==> config.mk <==
export PLATFORM = sky130hd
export DESIGN_NAME = syncburst_port
export DESIGN_NICKNAME = d
export VERILOG_FILES = /design/src/rtl/sbp_pkg.sv /design/src/rtl/sbp_decode.sv /design/src/rtl/sbp_regs.sv /design/src/rtl/sbp_seq.sv /design/src/rtl/syncburst_port.sv
export SDC_FILE = /design/constraint.sdc
export NUM_CORES = 1
export LEC_CHECK = 0
export ABC_CLOCK_PERIOD_IN_PS = 2000
export BUFFER_PORTS_ARGS = -buffer_cell sky130_fd_sc_hd__buf_2
export CORE_ASPECT_RATIO = 1.4
export CORE_MARGIN = 1
export CORE_UTILIZATION = 49
export DETAILED_ROUTE_END_ITERATION = 16
export MAX_ROUTING_LAYER = met4
export PLACE_DENSITY = 0.77
export SLEW_MARGIN = 20
export SYNTH_ARGS = -nofsm -noshare
export SYNTH_HDL_FRONTEND = slang
export SYNTH_SLANG_ARGS = --single-unit
==> constraint.sdc <==
create_clock -name clk -period 2 [get_ports clk]
set_clock_uncertainty 0.2 [all_clocks]
set_input_delay 0.1 -clock clk [delete_from_list [all_inputs] [get_ports clk]]
set_output_delay 0.1 -clock clk [all_outputs]
set_load 0.02 [all_outputs]
==> src/rtl/sbp_pkg.sv <==
package sbp_pkg;

  localparam int unsigned LAT_W  = 4;
  localparam int unsigned WST_W  = 3;
  localparam int unsigned RIDX_W = 2;

  localparam logic [RIDX_W-1:0] RIDX_CTRL = 2'd0;
  localparam logic [RIDX_W-1:0] RIDX_EXIT = 2'd1;
  localparam logic [RIDX_W-1:0] RIDX_SCR  = 2'd2;

  // control word, enable in the least significant bit
  typedef struct packed {
    logic [WST_W-1:0] wst;
    logic [LAT_W-1:0] lat;
    logic             hold;
    logic             en;
  } ctrl_t;

  localparam int unsigned CTRL_W = $bits(ctrl_t);

  typedef enum logic [2:0] {
    S_IDLE,
    S_LAT,
    S_RDAT,
    S_WDAT,
    S_RREG
  } seq_st_t;

endpackage

==> src/rtl/sbp_decode.sv <==
module sbp_decode
  import sbp_pkg::*;
#(
  parameter int unsigned ADDR_W = 12
) (
  input  logic              cs_n,
  input  logic              oe_n,
  input  logic              we_n,
  input  logic              dev_id,
  input  logic [ADDR_W-1:0] addr,
  output logic              rd_cyc,
  output logic              wr_cyc,
  output logic              reg_sp,
  output logic [RIDX_W-1:0] reg_idx,
  output logic [ADDR_W-3:0] word_addr
);
  localparam int unsigned WA_W = ADDR_W - 2;

  logic sel;
  logic act;

  // the top address bit picks one of two devices on a shared bus
  assign sel       = (addr[ADDR_W-1] == dev_id);
  assign act       = !cs_n && sel;
  assign rd_cyc    = act && !oe_n && we_n;
  assign wr_cyc    = act && !we_n;
  assign reg_sp    = addr[ADDR_W-2];
  assign reg_idx   = addr[RIDX_W-1:0];
  assign word_addr = addr[WA_W-1:0];

endmodule

==> src/rtl/sbp_regs.sv <==
module sbp_regs
  import sbp_pkg::*;
#(
  parameter int unsigned DATA_W = 16
) (
  input  logic              clk,
  input  logic              rst_n,
  input  logic              wr_en,
  input  logic [RIDX_W-1:0] idx,
  input  logic [DATA_W-1:0] wdata,
  output ctrl_t             ctrl_o,
  output logic [DATA_W-1:0] rdata
);
  ctrl_t             ctrl_q;
  logic [DATA_W-1:0] scr_q;
  logic              fenced;

  assign fenced = ctrl_q.en;
  assign ctrl_o = ctrl_q;

  always_ff @(posedge clk or negedge rst_n) begin
    if (!rst_n) begin
      ctrl_q <= '0;
      scr_q  <= '0;
    end else if (wr_en) begin
      if (idx == RIDX_CTRL) begin
        ctrl_q <= ctrl_t'(wdata[CTRL_W-1:0]);
      end else if (idx == RIDX_SCR && !fenced) begin
        scr_q <= wdata;
      end
    end
  end

  always_comb begin
    rdata = '0;
    if (idx == RIDX_CTRL) begin
      rdata = DATA_W'(ctrl_q);
    end else if (idx == RIDX_SCR && !fenced) begin
      rdata = scr_q;
    end
  end


  fence_scr_chk: assert property (@(posedge clk) disable iff (!rst_n)
    (wr_en && idx != RIDX_CTRL && ctrl_q.en) |=> $stable(scr_q));


  fence_read_chk: assert property (@(posedge clk) disable iff (!rst_n)
    (ctrl_q.en && idx == RIDX_SCR) |-> (rdata == '0));

endmodule

==> src/rtl/sbp_seq.sv <==
module sbp_seq
  import sbp_pkg::*;
#(
  parameter int unsigned DATA_W = 16,
  parameter int unsigned WA_W   = 10
) (
  input  logic              clk,
  input  logic              rst_n,
  input  logic              cs_n,
  input  logic              rd_cyc,
  input  logic              wr_cyc,
  input  logic              reg_sp,
  input  logic [RIDX_W-1:0] reg_idx,
  input  logic [WA_W-1:0]   word_addr,
  input  ctrl_t             ctrl_i,
  input  logic [DATA_W-1:0] reg_rdata,
  input  logic [DATA_W-1:0] dq_i,
  input  logic [DATA_W-1:0] src_data,
  input  logic              src_valid,
  input  logic              snk_ready,
  output logic              reg_wr_en,
  output logic [DATA_W-1:0] dq_o,
  output logic              dq_oe,
  output logic              wait_o,
  output logic [WA_W-1:0]   src_addr,
  output logic              src_ready,
  output logic [DATA_W-1:0] snk_data,
  output logic              snk_valid
);
  seq_st_t           st;
  logic [LAT_W-1:0]  cnt;
  logic              is_wr;
  logic              phase;
  logic [WST_W-1:0]  widx;
  logic [WA_W-1:0]   waddr;
  logic [DATA_W-1:0] dq_q;
  logic              oe_q;

  logic start_rd, start_wr, start_rr;
  logic exit_hit, hold_edge, rd_load, rd_stall;
  logic w_gate, w_slot;

  assign reg_wr_en = (st == S_IDLE) && wr_cyc && reg_sp;
  assign start_rd  = (st == S_IDLE) && rd_cyc && !reg_sp && ctrl_i.en;
  assign start_wr  = (st == S_IDLE) && wr_cyc && !reg_sp && ctrl_i.en;
  assign start_rr  = (st == S_IDLE) && rd_cyc && reg_sp;
  assign exit_hit  = (st == S_WDAT) && wr_cyc && reg_sp && (reg_idx == RIDX_EXIT);

  // first edge of a held word keeps it on the bus
  assign hold_edge = ctrl_i.hold && !phase;
  assign rd_load   = !cs_n && (((st == S_LAT) && (cnt == '0) && !is_wr) ||
                               ((st == S_RDAT) && !hold_edge));
  assign rd_stall  = rd_load && !src_valid;

  // waits are only allowed from the configured word index onward
  assign w_gate    = (widx >= ctrl_i.wst);
  assign w_slot    = !cs_n && (st == S_WDAT) && !phase && !exit_hit;

  assign src_ready = rd_load;
  assign src_addr  = waddr;
  assign snk_data  = dq_i;
  assign snk_valid = w_slot && !(w_gate && !snk_ready);
  assign wait_o    = rd_stall || (w_slot && w_gate && !snk_ready);
  assign dq_o      = dq_q;
  assign dq_oe     = oe_q;

  always_ff @(posedge clk or negedge rst_n) begin
    if (!rst_n) begin
      st    <= S_IDLE;
      cnt   <= '0;
      is_wr <= 1'b0;
      phase <= 1'b0;
      widx  <= '0;
      waddr <= '0;
      dq_q  <= '0;
      oe_q  <= 1'b0;
    end else if (st != S_IDLE && cs_n) begin
      st    <= S_IDLE;
      oe_q  <= 1'b0;
      phase <= 1'b0;
    end else begin
      unique case (st)
        S_IDLE: begin
          if (start_rd || start_wr) begin
            st    <= S_LAT;
            cnt   <= ctrl_i.lat;
            is_wr <= start_wr;
            waddr <= word_addr;
            widx  <= '0;
            phase <= 1'b0;
          end else if (start_rr) begin
            st   <= S_RREG;
            dq_q <= reg_rdata;
            oe_q <= 1'b1;
          end
        end
        S_LAT: begin
          if (cnt != '0) begin
            cnt <= cnt - 1'b1;
          end else if (is_wr) begin
            st    <= S_WDAT;
            phase <= 1'b0;
          end else if (src_valid) begin
            st    <= S_RDAT;
            dq_q  <= src_data;
            oe_q  <= 1'b1;
            waddr <= waddr + 1'b1;
            phase <= 1'b0;
          end
        end
        S_RDAT: begin
          if (hold_edge) begin
            phase <= 1'b1;
          end else if (src_valid) begin
            dq_q  <= src_data;
            waddr <= waddr + 1'b1;
            phase <= 1'b0;
          end
        end
        S_WDAT: begin
          if (exit_hit) begin
            st    <= S_IDLE;
            phase <= 1'b0;
          end else if (phase) begin
            phase <= 1'b0;
          end else if (snk_valid) begin
            if (widx != '1) widx <= widx + 1'b1;
            waddr <= waddr + 1'b1;
            phase <= ctrl_i.hold;
          end
        end
        S_RREG: begin
          dq_q <= reg_rdata;
        end
        default: st <= S_IDLE;
      endcase
    end
  end


  cs_release_chk: assert property (@(posedge clk) disable iff (!rst_n)
    cs_n |=> !dq_oe);


  idle_quiet_chk: assert property (@(posedge clk) disable iff (!rst_n)
    (st == S_IDLE && !rd_cyc) |=> !dq_oe);


  lat_count_chk: assert property (@(posedge clk) disable iff (!rst_n)
    (st == S_LAT && cnt != '0 && !cs_n) |=> (st == S_LAT && cnt == $past(cnt) - 1'b1));


  hold_stable_chk: assert property (@(posedge clk) disable iff (!rst_n)
    (st == S_RDAT && !cs_n && ctrl_i.hold && !phase) |=> ($stable(dq_q) && dq_oe));


  wait_gate_chk: assert property (@(posedge clk) disable iff (!rst_n)
    (st == S_WDAT && widx < ctrl_i.wst) |-> !wait_o);


  exit_idle_chk: assert property (@(posedge clk) disable iff (!rst_n)
    exit_hit |=> (st == S_IDLE && !snk_valid));


  stall_hold_chk: assert property (@(posedge clk) disable iff (!rst_n)
    (rd_stall && st == S_RDAT) |=> $stable(dq_q));


  no_burst_chk: assert property (@(posedge clk) disable iff (!rst_n)
    !ctrl_i.en |-> (!src_ready && !snk_valid));

endmodule

==> src/rtl/syncburst_port.sv <==
module syncburst_port
  import sbp_pkg::*;
#(
  parameter int unsigned DATA_W = 16,
  parameter int unsigned ADDR_W = 12
) (
  input  logic                clk,
  input  logic                rst_n,
  input  logic                dev_id,
  input  logic                cs_n,
  input  logic                oe_n,
  input  logic                we_n,
  input  logic [ADDR_W-1:0]   addr,
  input  logic [DATA_W-1:0]   dq_i,
  output logic [DATA_W-1:0]   dq_o,
  output logic                dq_oe,
  output logic                wait_o,
  output logic [ADDR_W-3:0]   src_addr,
  input  logic [DATA_W-1:0]   src_data,
  input  logic                src_valid,
  output logic                src_ready,
  output logic [DATA_W-1:0]   snk_data,
  output logic                snk_valid,
  input  logic                snk_ready
);
  localparam int unsigned WA_W = ADDR_W - 2;

  logic              rd_cyc, wr_cyc, reg_sp, reg_wr_en;
  logic [RIDX_W-1:0] reg_idx;
  logic [WA_W-1:0]   word_addr;
  logic [DATA_W-1:0] reg_rdata;
  ctrl_t             ctrl;

  sbp_decode #(.ADDR_W(ADDR_W)) u_dec (
    .cs_n      (cs_n),
    .oe_n      (oe_n),
    .we_n      (we_n),
    .dev_id    (dev_id),
    .addr      (addr),
    .rd_cyc    (rd_cyc),
    .wr_cyc    (wr_cyc),
    .reg_sp    (reg_sp),
    .reg_idx   (reg_idx),
    .word_addr (word_addr)
  );

  sbp_regs #(.DATA_W(DATA_W)) u_regs (
    .clk    (clk),
    .rst_n  (rst_n),
    .wr_en  (reg_wr_en),
    .idx    (reg_idx),
    .wdata  (dq_i),
    .ctrl_o (ctrl),
    .rdata  (reg_rdata)
  );

  sbp_seq #(.DATA_W(DATA_W), .WA_W(WA_W)) u_seq (
    .clk       (clk),
    .rst_n     (rst_n),
    .cs_n      (cs_n),
    .rd_cyc    (rd_cyc),
    .wr_cyc    (wr_cyc),
    .reg_sp    (reg_sp),
    .reg_idx   (reg_idx),
    .word_addr (word_addr),
    .ctrl_i    (ctrl),
    .reg_rdata (reg_rdata),
    .dq_i      (dq_i),
    .src_data  (src_data),
    .src_valid (src_valid),
    .snk_ready (snk_ready),
    .reg_wr_en (reg_wr_en),
    .dq_o      (dq_o),
    .dq_oe     (dq_oe),
    .wait_o    (wait_o),
    .src_addr  (src_addr),
    .src_ready (src_ready),
    .snk_data  (snk_data),
    .snk_valid (snk_valid)
  );

endmodule

==> impl_metrics.prom, run 1 <==
# TYPE chip_impl_metric gauge
chip_impl_info{name="outcome",value="finished, violations left"} 1
chip_impl_info{name="violations",value="setup timing"} 1
chip_impl_info{name="setup_repair_after_global_routing_missed_its_margin",value="true"} 1
chip_impl_metric{name="pwr-share-comb",unit=""} 0.584
chip_impl_metric{name="core-area",unit="sq mm"} 0.00775
chip_impl_info{name="synth.largest_area_cell",value="dfrtp_1"} 1
chip_impl_metric{name="clk-insertion-delay-late",unit="ns"} 0.35
chip_impl_metric{name="internal_cell_power",unit="uW"} 5190
chip_impl_metric{name="total_leakage_power",unit="uW"} 0.00281
chip_impl_metric{name="netlist_area",unit="sq mm"} 0.00390
chip_impl_metric{name="fp.dieArea",unit="sq mm"} 0.00832
chip_impl_metric{name="starting_density_of_the_core",unit=""} 0.503
chip_impl_metric{name="yosys_warnings",unit=""} 0
chip_impl_metric{name="syn_avg_cell_area",unit="sq um"} 9.89
chip_impl_info{name="synthTopCellsByCount",value="dfrtp_1, nand2_1, a21oi_1"} 1
chip_impl_metric{name="slew_viol_final",unit=""} 0
chip_impl_metric{name="clock_tree.buffer_depth",unit=""} 2
chip_impl_metric{name="worst-path-max-fanout",unit=""} 8
chip_impl_metric{name="fin_total_pwr",unit="uW"} 8830
chip_impl_metric{name="area_growth",unit="%"} 56.1
chip_impl_metric{name="first_global_vias",unit=""} 3895
chip_impl_metric{name="grt.total_usage",unit=""} 0.298
chip_impl_metric{name="final-seq-area",unit="sq mm"} 0.00160
chip_impl_metric{name="overflow",unit=""} 0
chip_impl_metric{name="pwr_density_cell",unit="mW/mm^2"} 1450
chip_impl_info{name="cts-root-buf",value="clkbuf_8"} 1
chip_impl_metric{name="report.final.hold_viol_count",unit=""} 0
chip_impl_metric{name="setup_violations",unit=""} 36
chip_impl_metric{name="netSwitchingFraction",unit=""} 0.412
chip_impl_metric{name="drt-total-wl",unit="um"} 13000
chip_impl_metric{name="h-tree-depth",unit=""} 3
chip_impl_metric{name="viasPerCell",unit=""} 5.82
chip_impl_metric{name="max_cap_violations",unit=""} 0
chip_impl_metric{name="synth_async_sr_flop_share",unit=""} 1.00
chip_impl_info{name="end_kind",value="flip-flop"} 1
chip_impl_metric{name="fin_setup_tns",unit="ns"} -8.87
chip_impl_metric{name="die_x",unit="um"} 77.4
chip_impl_info{name="tritoncts",value="done"} 1
chip_impl_info{name="crit_path_start_kind",value="flip-flop"} 1
chip_impl_metric{name="power.sequential.fraction",unit=""} 0.260
chip_impl_metric{name="postLayoutSetupSlackWorst",unit="ns"} -0.398
chip_impl_metric{name="number_of_distinct_library_cell_variants_in_the_gate_level_netlist_after_synthesis",unit=""} 65
chip_impl_metric{name="synth.net_count",unit=""} 453
chip_impl_metric{name="cts-buffers-inserted",unit=""} 9
chip_impl_metric{name="die_h",unit="um"} 108
chip_impl_metric{name="post-route-drc-count",unit=""} 0
chip_impl_metric{name="power.net_switching",unit="uW"} 3640
chip_impl_metric{name="synth_top_cell_area_share",unit=""} 0.411
chip_impl_metric{name="whs",unit="ns"} 0.0797
chip_impl_metric{name="multiInputGateArea",unit="sq mm"} 0.00241
chip_impl_info{name="post-synth-top-count-cell",value="dfrtp_1"} 1
chip_impl_metric{name="pin_count",unit=""} 98
chip_impl_metric{name="max_slew.worst_pin.slew",unit="ns"} 0.665
chip_impl_metric{name="ys_ff_latch",unit=""} 64
chip_impl_metric{name="num_vias",unit=""} 3998
chip_impl_metric{name="drt.antenna.violating_nets",unit=""} 0
chip_impl_metric{name="drt_pre_antenna_iters",unit=""} 5
chip_impl_metric{name="place.detailed.hpwl",unit="um"} 7120
chip_impl_metric{name="r2r_setup_slack",unit="ns"} -0.40
chip_impl_metric{name="fmax",unit="MHz"} 417
chip_impl_metric{name="p_clk_frac",unit=""} 0.156
chip_impl_metric{name="pre_cts_ws",unit="ns"} -0.226
chip_impl_metric{name="final.fill_count",unit=""} 440
chip_impl_metric{name="port_buffers",unit=""} 97
chip_impl_metric{name="cp_data_arrival_time",unit="ns"} 2.47
chip_impl_metric{name="grt_pass1_wl",unit="um"} 18600
chip_impl_info{name="synth.area.top_cells",value="dfrtp_1, mux2_2, nand2_1"} 1
chip_impl_metric{name="clk_pin_slew_worst_paths",unit="ns"} 0.08
chip_impl_metric{name="drt_first_iter_violations",unit=""} 241
chip_impl_info{name="timing.hold.worst.class",value="input pin to async pin"} 1
chip_impl_info{name="synth-main-ff-cell",value="dfrtp_1"} 1
chip_impl_metric{name="synth_edf_count",unit=""} 0
chip_impl_metric{name="cts.sinks",unit=""} 64
chip_impl_metric{name="grt_max_degree",unit=""} 65
chip_impl_metric{name="relSlewSlack",unit=""} 0.555
chip_impl_metric{name="fraction_of_layout_instances_using_a_drive_strength_above_1",unit=""} 0.497
chip_impl_metric{name="finish.net_count",unit=""} 642
chip_impl_metric{name="timing.final.crit_share",unit=""} 1.20
chip_impl_metric{name="antenna_violations_before_repair",unit=""} 1
chip_impl_metric{name="timing.critical_path.required",unit="ns"} 2.07
chip_impl_metric{name="place_congestion",unit=""} 0.911
chip_impl_metric{name="power.ir.vdd_worst",unit="mV"} 1.08
chip_impl_metric{name="period_minus_slack",unit="ns"} 2.40
chip_impl_metric{name="floorplan.rows",unit=""} 38
chip_impl_info{name="critical_path_class",value="flip-flop to flip-flop"} 1
chip_impl_metric{name="routed_wire_length_per_instance",unit="um"} 19.0
chip_impl_metric{name="synth_seq_area_share",unit=""} 0.411
chip_impl_metric{name="post_synth_inst_count",unit=""} 394
==> flip-flops by register name, indices dropped and copies added, names as in the netlist <==
name and cells:
u_regs.scr_q 16, u_seq.dq_o 16, u_seq.src_addr 10, u_regs.ctrl_o 8, u_seq.cnt 4, u_seq.st 3, u_seq.widx 3, u_regs.fenced 1
u_seq.dq_oe 1, u_seq.is_wr 1, u_seq.phase 1
==> critical path: stages (launching register included) <==
cell and delay [ns]:
dfrtp_1 0.40, inv_2 0.09, ha_4 0.15, buf_4 0.11, nor4b_4 0.21, o32a_1 0.25, buf_4 0.14, o2111ai_4 0.18
buf_12 0.21, a221oi_4 0.20, a2bb2oi_2 0.17
==> cell type report <==
cell class | instances | share of cell area
multi-input combinational | 280 | 0.396
timing repair buffer | 216 | 0.272
sequential | 64 | 0.264
clock buffer | 11 | 0.0249
tap | 100 | 0.0206
clock inverter | 3 | 0.0148
inverter | 12 | 0.00740
antenna | 1 | 0.000411
==> what timing repair did <==
action | CTS | global route
hold buffers | 42 | 1
endpoints found under the hold margin | 115 | 1
endpoints found under the setup margin | 39 | 65
buffers inserted | 14 | 11
resized for setup | 54 | 54
pin swaps | 19 | 17
cloned | 2 | 3
==> cell families after synthesis <==
| family | Yosys count | synth area share |
|---|---|---|
| xor gates and xnor gates | 2 | 0.00450 |
| AOI/OAI and AO/OA | 100 | 0.206 |
| and+or+nand+nor | 134 | 0.179 |
| muxes | 36 | 0.102 |
| buffers and inverters | 51 | 0.0751 |
| adders and majority gates | 7 | 0.0225 |
| DFF | 64 | 0.411 |
==> worst paths after layout <==
check	startpoint	to	cells after the start
setup / recovery	u_seq.cnt[1]$_DFFE_PN0P_	u_seq.src_addr[9]$_DFFE_PN0P_	10
hold / removal	rst_n	u_seq.dq_o[4]$_DFFE_PN0P_	3
setup reg to reg	u_seq.cnt[1]$_DFFE_PN0P_	u_seq.src_addr[9]$_DFFE_PN0P_	10
hold reg to reg	u_seq.dq_o[14]$_DFFE_PN0P_	u_seq.dq_o[14]$_DFFE_PN0P_	2
max in group asynchronous	rst_n	u_seq.st[0]$_DFFE_PN0P_	3
min in group clk	cs_n	u_seq.phase$_DFFE_PN0P_	4
==> stage by stage <==
stage	util	cell area, sq um	std cells
4_1_cts	0.741	5740	673
2_1_floorplan	-	3920	394
5_1_grt	0.785	6080	687
3_3_place_gp	0.607	4700	602
3_5_place_dp	0.607	4700	602
6_report	0.785	6080	687
==> cell usage in the layout (no fill, tap or decap), types with 7 or more instances in the layout <==
cell and n:
o21ai_2 9, clkbuf_8 11, nor3_1 12, mux2_2 21
nand4_1 7, buf_4 57, a21oi_1 24, buf_6 13
dfrtp_1 62, nand2_1 37, mux2i_1 10, buf_2 95
inv_1 8, nor2_1 19, nor2b_1 9, dlygate4sd3_1 43
o21ai_1 10, a2bb2oi_2 7
==> power groups by stage <==
stage,clock (uW),combinational [uW],sequential (uW)
4_1_cts,1390,4390,2230
3_3_place_gp,0,3600,2190
5_1_grt,1450,5500,2350
6_report,1380,5160,2290
2_1_floorplan,0,2240,2430
3_5_place_dp,0,3710,2230
==> layer usage <==
layer / track usage / share of wire / routed length (um) / up-vias
met5: - / 0 / 0 / -
met4: 0.113 / 0.037 / 481 / 0
met3: 0.0610 / 0.056 / 735 / 44
met2: 0.547 / 0.54 / 7010 / 189
met1: 0.310 / 0.37 / 4800 / 1968
li1: - / - / - / 1797
Power figures use the tool's default switching activity.
==> run 2: changes to the inputs <==
--- a/config.mk
+++ b/config.mk
@@ -10,8 +10,8 @@
 export CORE_ASPECT_RATIO = 1.4
 export CORE_MARGIN = 1
-export CORE_UTILIZATION = 49
+export CORE_UTILIZATION = 40
 export DETAILED_ROUTE_END_ITERATION = 16
 export MAX_ROUTING_LAYER = met4
-export PLACE_DENSITY = 0.77
+export PLACE_DENSITY = 0.65
 export SLEW_MARGIN = 20
 export SYNTH_ARGS = -nofsm -noshare
==> constraint.sdc (replaced) <==
create_clock -name clk -period 2 [get_ports clk]
set_clock_uncertainty 0.2 [all_clocks]
set_input_delay 0.1 -clock clk [delete_from_list [all_inputs] [get_ports clk]]
set_output_delay 0.1 -clock clk [all_outputs]
set_load 0.05 [all_outputs]
==> run 2 against run 1 <==
The flow still finishes with violations (setup timing). Global-route usage down 7.1 points. First-iteration DRC count shrank 40%. Total power grew 6.9%. Via count fell by 5.9%. Critical path depth decreased by 1. Clock power up 14%. Worst setup slack improved by 0.088 ns. Sequential power about the same. Sequential share of layout area is essentially flat. Fmax grew 3.8%. Combinational power up 7.4%. Non-clock buffer count down 4. Largest power group unchanged.
==> impl_metrics.prom, run 2 (synthesized netlist as in run 1, its figures left out) <==
# TYPE chip_impl_metric gauge
chip_impl_info{name="outcome",value="finished, violations left"} 1
chip_impl_info{name="violations",value="setup timing"} 1
chip_impl_info{name="cts-root-buf",value="clkbuf_16"} 1
chip_impl_metric{name="floorplan.rows",unit=""} 42
chip_impl_metric{name="h-tree-depth",unit=""} 3
chip_impl_metric{name="post-route-drc-count",unit=""} 0
chip_impl_metric{name="slew_viol_final",unit=""} 0
chip_impl_metric{name="starting_density_of_the_core",unit=""} 0.412
chip_impl_metric{name="fp.dieArea",unit="sq mm"} 0.0101
chip_impl_info{name="setup_repair_after_global_routing_missed_its_margin",value="true"} 1
chip_impl_metric{name="met3_length",unit="um"} 520
chip_impl_info{name="cpLargestDelayFamily",value="compound AO/OA/AOI/OAI gates"} 1
chip_impl_metric{name="core-area",unit="sq mm"} 0.00946
chip_impl_metric{name="setup_violations",unit=""} 33
chip_impl_info{name="critical_path_class",value="flip-flop to flip-flop"} 1
chip_impl_metric{name="die_x",unit="um"} 85.4
chip_impl_metric{name="path_buf_inv",unit=""} 3
chip_impl_metric{name="grt_pass1_wl",unit="um"} 17300
chip_impl_metric{name="timing.critical_path.required",unit="ns"} 2.02
chip_impl_metric{name="finish.net_count",unit=""} 637
chip_impl_metric{name="die_h",unit="um"} 119
chip_impl_metric{name="power.ir.vdd_worst",unit="mV"} 1.01
chip_impl_info{name="timing.hold.worst.class",value="input pin to flip-flop"} 1
chip_impl_metric{name="clk_pin_slew_worst_paths",unit="ns"} 0.05
chip_impl_metric{name="cts-buffers-inserted",unit=""} 9
chip_impl_info{name="crit_chain",value="inv_2, ha_4, buf_4, buf_6, nor4b_4, o32a_1, o2111ai_4, a21oi_4, mux2_4"} 1
chip_impl_metric{name="whs_path_depth",unit=""} 3
chip_impl_metric{name="routed_wire_length_per_instance",unit="um"} 17.0
chip_impl_info{name="tritoncts",value="done"} 1
chip_impl_metric{name="max_slew.worst_pin.slew",unit="ns"} 0.721
chip_impl_info{name="crit_path_start_kind",value="flip-flop"} 1
chip_impl_metric{name="overflow",unit=""} 0
chip_impl_metric{name="drt_first_iter_violations",unit=""} 145
chip_impl_metric{name="critical-path-max-stage-delay",unit="ns"} 0.38
chip_impl_metric{name="antenna_violations_before_repair",unit=""} 0
chip_impl_metric{name="drt_pre_antenna_iters",unit=""} 4
chip_impl_metric{name="timing.final.crit_share",unit=""} 1.15
chip_impl_metric{name="max_cap_violations",unit=""} 0
chip_impl_metric{name="first_global_vias",unit=""} 3688
chip_impl_metric{name="relSlewSlack",unit=""} 0.518
chip_impl_metric{name="clk-insertion-delay-late",unit="ns"} 0.34
chip_impl_metric{name="fraction_of_layout_instances_using_a_drive_strength_above_1",unit=""} 0.487
chip_impl_metric{name="r2r_setup_slack",unit="ns"} -0.31
chip_impl_metric{name="grt_max_degree",unit=""} 65
chip_impl_info{name="critical-path-slowest-cell",value="dfrtp_1"} 1
chip_impl_metric{name="grt.total_usage",unit=""} 0.226
chip_impl_metric{name="area_growth",unit="%"} 56.2
chip_impl_metric{name="drt.antenna.violating_nets",unit=""} 0
chip_impl_metric{name="pin_count",unit=""} 98
chip_impl_metric{name="place_congestion",unit=""} 0.951
chip_impl_metric{name="total_leakage_power",unit="uW"} 0.00284
chip_impl_metric{name="post-route-cell-area",unit="sq mm"} 0.00609
chip_impl_metric{name="port_buffers",unit=""} 97
chip_impl_metric{name="report.final.hold_viol_count",unit=""} 0
chip_impl_metric{name="wl_met2",unit="um"} 6270
chip_impl_metric{name="worst-path-max-fanout",unit=""} 5
chip_impl_metric{name="drt-total-wl",unit="um"} 11800
chip_impl_metric{name="viasPerCell",unit=""} 5.43
chip_impl_metric{name="cts.sinks",unit=""} 64
chip_impl_metric{name="num_vias",unit=""} 3764
chip_impl_info{name="end_kind",value="flip-flop"} 1
chip_impl_info{name="mostFrequentLayoutCells",value="buf_2, dfrtp_1, buf_4"} 1
chip_impl_metric{name="postLayoutSetupSlackWorst",unit="ns"} -0.310
chip_impl_metric{name="place.detailed.hpwl",unit="um"} 7100
chip_impl_metric{name="postLayoutCoreUtil",unit=""} 0.644
chip_impl_metric{name="cp_data_arrival_time",unit="ns"} 2.33
chip_impl_metric{name="critical_path_depth",unit=""} 9
chip_impl_metric{name="period_minus_slack",unit="ns"} 2.31
chip_impl_metric{name="n_antenna_cell",unit=""} 0
chip_impl_info{name="topRoutingLayerUsed",value="met4"} 1
chip_impl_metric{name="pwr_density_cell",unit="mW/mm^2"} 1550
chip_impl_metric{name="timing.reg2reg.worst_path_depth",unit=""} 9
chip_impl_metric{name="drt-met1-wl",unit="um"} 4610
chip_impl_metric{name="clock_tree.buffer_depth",unit=""} 2
chip_impl_info{name="layout.cells.most_common",value="buf_2"} 1
chip_impl_metric{name="fmax",unit="MHz"} 433
chip_impl_metric{name="postPlaceCellArea",unit="sq mm"} 0.00477
-- run 2: final timing paths --
| check | from | to |
|---|---|---|
| hold reg to reg | u_regs.scr_q[6]$_DFFE_PN0P_ | u_regs.scr_q[6]$_DFFE_PN0P_ |
| max in group asynchronous | rst_n | u_seq.dq_o[11]$_DFFE_PN0P_ |
| setup reg to reg | u_seq.cnt[1]$_DFFE_PN0P_ | u_seq.src_addr[1]$_DFFE_PN0P_ |
| min in group asynchronous | rst_n | u_regs.scr_q[3]$_DFFE_PN0P_ |
| setup / recovery | u_seq.cnt[1]$_DFFE_PN0P_ | u_seq.src_addr[1]$_DFFE_PN0P_ |
| hold / removal | addr[10] | u_seq.is_wr$_DFFE_PN0P_ |
-- run 2: per-layer routing --
layer / vias up / track usage
met5: - / -
met4: 0 / 0.116
met3: 33 / 0.0356
met2: 132 / 0.395
met1: 1801 / 0.245
li1: 1798 / -
-- run 2: repair_timing --
action                     CTS  global route
setup endpoints to repair   43            58
setup buffers                7            11
hold endpoints to repair   115             0
pin swaps                   14            24
hold buffers                43             0
resized for setup           32            66
gates cloned                 0             3
-- run 2: power by group --
group | switching (uW) | internal [uW]
registers | 493 | 1810
clock network | 556 | 1030
logic | 3130 | 2410
total | 4180 | 5250
-- run 2: worst reg2reg max path, cell delays in order, from the launching register on --
cell and delay, ns:
dfrtp_1 0.38, inv_2 0.08, ha_4 0.14, buf_4 0.10, buf_6 0.09, nor4b_4 0.19
o32a_1 0.28, o2111ai_4 0.20, a21oi_4 0.20, mux2_4 0.32
-- run 2: metrics by stage --
step	instances	TNS (ns)	setup WS, ns	power (uW)	hold slack (ns)
2_1_floorplan	394	-0.158	-0.0863	5310	-0.396
3_3_place_gp	613	-2.37	-0.176	6520	-0.0568
3_5_place_dp	613	-2.50	-0.194	6620	-0.0555
4_1_cts	679	-2.32	-0.371	8550	0.00727
5_1_grt	693	-8.51	-0.373	9950	0.0404
6_report	693	-6.88	-0.310	9430	0.0312
-- run 2: final cells by class --
cell class / count / area, sq um
Timing Repair Buffer: 212 / 1610
Fill cell: 707 / 3370
Sequential cell: 64 / 1600
Clock buffer: 13 / 260
Clock inverter: 3 / 40.0
Tap cell: 110 / 138
Multi-Input combinational cell: 279 / 2390
Inverter: 12 / 47.5
==> run 3: changes to the inputs <==
REMOVE_ABC_BUFFERS = 1   (was not set)
==> run 3 against run 2 <==
The run still ends with setup timing left. Clock-buffer cell count unchanged. Critical path type is now flip-flop to output port. Combinational power hardly changed. Fmax decreased by 2.7%. First-iteration DRC count shrank 54%. Critical path depth fell by 2. Non-clock buffer count fell by 10. Utilization shrank 0.56 points. Routed wire length down 1.8%. Global-route usage up 0.79 points. Cell area fell by 0.86%. Hold slack better by 0.019 ns.
==> impl_metrics.prom, run 3 (synthesized netlist as in run 1, its figures left out) <==
# TYPE chip_impl_metric gauge
chip_impl_metric{name="setup_violations",unit=""} 33
chip_impl_metric{name="area_growth",unit="%"} 54.8
chip_impl_info{name="crit_chain",value="inv_2, ha_4, or3b_4, nor3_4, a31oi_2, o31ai_1, buf_4"} 1
chip_impl_metric{name="fp.dieArea",unit="sq mm"} 0.0101
chip_impl_metric{name="relSlewSlack",unit=""} 0.533
chip_impl_metric{name="die_h",unit="um"} 119
chip_impl_metric{name="floorplan.rows",unit=""} 42
chip_impl_metric{name="finish.net_count",unit=""} 627
chip_impl_metric{name="path_buf_inv",unit=""} 2
chip_impl_info{name="layout.cells.most_common",value="buf_2"} 1
chip_impl_info{name="end_kind",value="output port"} 1
chip_impl_metric{name="place.detailed.hpwl",unit="um"} 7150
chip_impl_metric{name="cts-buffers-inserted",unit=""} 9
chip_impl_info{name="tritoncts",value="done"} 1
chip_impl_metric{name="routed_wire_length_per_instance",unit="um"} 16.9
chip_impl_info{name="timing.hold.worst.class",value="input pin to flip-flop"} 1
chip_impl_metric{name="place_congestion",unit=""} 0.903
chip_impl_metric{name="core-area",unit="sq mm"} 0.00946
chip_impl_metric{name="postLayoutCoreUtil",unit=""} 0.638
chip_impl_metric{name="starting_density_of_the_core",unit=""} 0.412
chip_impl_metric{name="port_buffers",unit=""} 97
chip_impl_info{name="violations",value="setup timing"} 1
chip_impl_metric{name="grt_max_degree",unit=""} 65
chip_impl_metric{name="cts.sinks",unit=""} 64
chip_impl_metric{name="pre_cts_ws",unit="ns"} -0.355
chip_impl_info{name="critical-path-slowest-cell",value="or3b_4"} 1
chip_impl_info{name="cts-root-buf",value="clkbuf_16"} 1
chip_impl_metric{name="viasPerCell",unit=""} 5.43
chip_impl_info{name="cpLargestDelayFamily",value="simple AND/OR/NAND/NOR gates"} 1
chip_impl_metric{name="antenna_violations_before_repair",unit=""} 0
chip_impl_metric{name="clock_tree.buffer_depth",unit=""} 2
chip_impl_metric{name="overflow",unit=""} 0
chip_impl_metric{name="clk_pin_slew_worst_paths",unit="ns"} 0.05
chip_impl_metric{name="drt-total-wl",unit="um"} 11600
chip_impl_metric{name="pwr_density_cell",unit="mW/mm^2"} 1570
chip_impl_metric{name="report.final.hold_viol_count",unit=""} 0
chip_impl_metric{name="post-place-cells",unit=""} 611
chip_impl_metric{name="grt_pass1_wl",unit="um"} 18100
chip_impl_metric{name="timing.reg2reg.worst_path_depth",unit=""} 10
chip_impl_metric{name="critical-path-max-stage-delay",unit="ns"} 0.39
chip_impl_info{name="reg2reg_to",value="u_seq.src_addr[6]$_DFFE_PN0P_"} 1
chip_impl_metric{name="post-route-drc-count",unit=""} 0
chip_impl_metric{name="max_slew.worst_pin.slew",unit="ns"} 0.698
chip_impl_metric{name="fmax",unit="MHz"} 421
chip_impl_metric{name="period_minus_slack",unit="ns"} 2.37
chip_impl_info{name="critical_path_class",value="flip-flop to output port"} 1
chip_impl_metric{name="drt.antenna.violating_nets",unit=""} 0
chip_impl_metric{name="num_vias",unit=""} 3711
chip_impl_metric{name="grt.total_usage",unit=""} 0.234
chip_impl_metric{name="slew_viol_final",unit=""} 0
chip_impl_metric{name="r2r_setup_slack",unit="ns"} -0.24
chip_impl_metric{name="timing.final.crit_share",unit=""} 1.19
chip_impl_metric{name="max_cap_violations",unit=""} 0
chip_impl_metric{name="timing.critical_path.required",unit="ns"} 1.70
chip_impl_metric{name="total_leakage_power",unit="uW"} 0.00280
chip_impl_metric{name="first_global_vias",unit=""} 3849
chip_impl_metric{name="drt_first_iter_violations",unit=""} 67
chip_impl_info{name="crit_path_start_kind",value="flip-flop"} 1
chip_impl_metric{name="power.ir.vdd_worst",unit="mV"} 1.18
chip_impl_metric{name="worst-path-max-fanout",unit=""} 2
chip_impl_metric{name="h-tree-depth",unit=""} 3
chip_impl_metric{name="whs_path_depth",unit=""} 3
chip_impl_metric{name="finalNonFillerCells",unit=""} 683
chip_impl_metric{name="pin_count",unit=""} 98
chip_impl_info{name="worst_r2r_startpoint",value="u_seq.cnt[0]$_DFFE_PN0P_"} 1
chip_impl_metric{name="fraction_of_layout_instances_using_a_drive_strength_above_1",unit=""} 0.480
chip_impl_metric{name="drt_pre_antenna_iters",unit=""} 4
chip_impl_metric{name="postLayoutSetupSlackWorst",unit="ns"} -0.375
chip_impl_info{name="setup_repair_after_global_routing_missed_its_margin",value="true"} 1
chip_impl_metric{name="cp_data_arrival_time",unit="ns"} 2.07
chip_impl_info{name="outcome",value="finished, violations left"} 1
chip_impl_metric{name="n_antenna_cell",unit=""} 0
chip_impl_info{name="worst_hold_path.endpoint",value="u_seq.is_wr$_DFFE_PN0P_"} 1
chip_impl_metric{name="clk-insertion-delay-late",unit="ns"} 0.33
chip_impl_info{name="mostFrequentLayoutCells",value="buf_2, dfrtp_1, buf_4"} 1
chip_impl_info{name="timing.hold.worst.start",value="addr[10]"} 1
chip_impl_metric{name="die_x",unit="um"} 85.4
run 3: cell types whose count changed in the layout (fill, tap and decap cells not counted), sizes merged:
cell,previous run,this run
clkbuf,15,13
buf,167,160
clkinv,2,1
bufinv,1,2
dlygate4sd3,43,42
run 3: power breakdown:
| part | internal (uW) | switching [uW] | leakage (uW) |
|---|---|---|---|
| logic | 2380 | 3130 | 0.00183 |
| registers | 1810 | 475 | 0.000816 |
| clock network | 1120 | 572 | 0.000154 |
| total | 5320 | 4170 | 0.00280 |
run 3: worst max path at each step:
stage | from | slack, ns | depth (start not counted) | to
after detailed placement | u_seq.cnt[0]$_DFFE_PN0P_ | -0.36 | 7 | wait_o
after global placement | u_seq.cnt[0]$_DFFE_PN0P_ | -0.29 | 7 | wait_o
after global routing | u_seq.cnt[0]$_DFFE_PN0P_ | -0.43 | 7 | wait_o
after floorplan | u_seq.st[1]$_DFFE_PN0P_ | -0.89 | 4 | wait_o
final | u_seq.cnt[0]$_DFFE_PN0P_ | -0.37 | 7 | wait_o
after CTS | u_seq.cnt[1]$_DFFE_PN0P_ | -0.47 | 7 | wait_o
run 3: what timing repair did:
| item | CTS | global route |
|---|---|---|
| cloned | 3 | 0 |
| setup buffers | 11 | 5 |
| setup endpoints to repair | 40 | 54 |
| pin swaps | 17 | 27 |
| gates resized for setup | 57 | 59 |
| hold buffers | 42 | 0 |
| hold endpoints to repair | 114 | 0 |
run 3: layout make-up:
class                      instances  area (sq um)
fill                             731          3420
sequential                        64          1600
multi-input combinational        279          2410
clock inverter                     3          65.1
tap                              110           138
clock buffer                      13           250
timing repair buffer             202          1530
inverter                          12          45.0
run 3: through the flow:
step	hold WS (ns)	setup TNS, ns	power (uW)	instance area (sq um)
6_report	0.0498	-4.24	9490	6030
5_1_grt	0.0686	-6.94	10000	6030
4_1_cts	0.0187	-4.18	9090	5820
3_5_place_dp	-0.0466	-5.34	6530	4710
3_3_place_gp	-0.0544	-3.47	6420	4710
2_1_floorplan	-0.396	-11.70	4960	3650
run 3: per-layer routing:
| metal | vias to the layer above | track usage | routed length (um) |
|---|---|---|---|
| li1 | 1779 | - | - |
| met1 | 1783 | 0.244 | 4430 |
| met2 | 123 | 0.412 | 6230 |
| met3 | 26 | 0.0405 | 560 |
| met4 | 0 | 0.131 | 346 |
| met5 | - | - | 0 |
run 3: worst min-delay path: stages:
cell and delay (ns):
buf_2 0.11, nand2b_1 0.20, o32ai_1 0.12
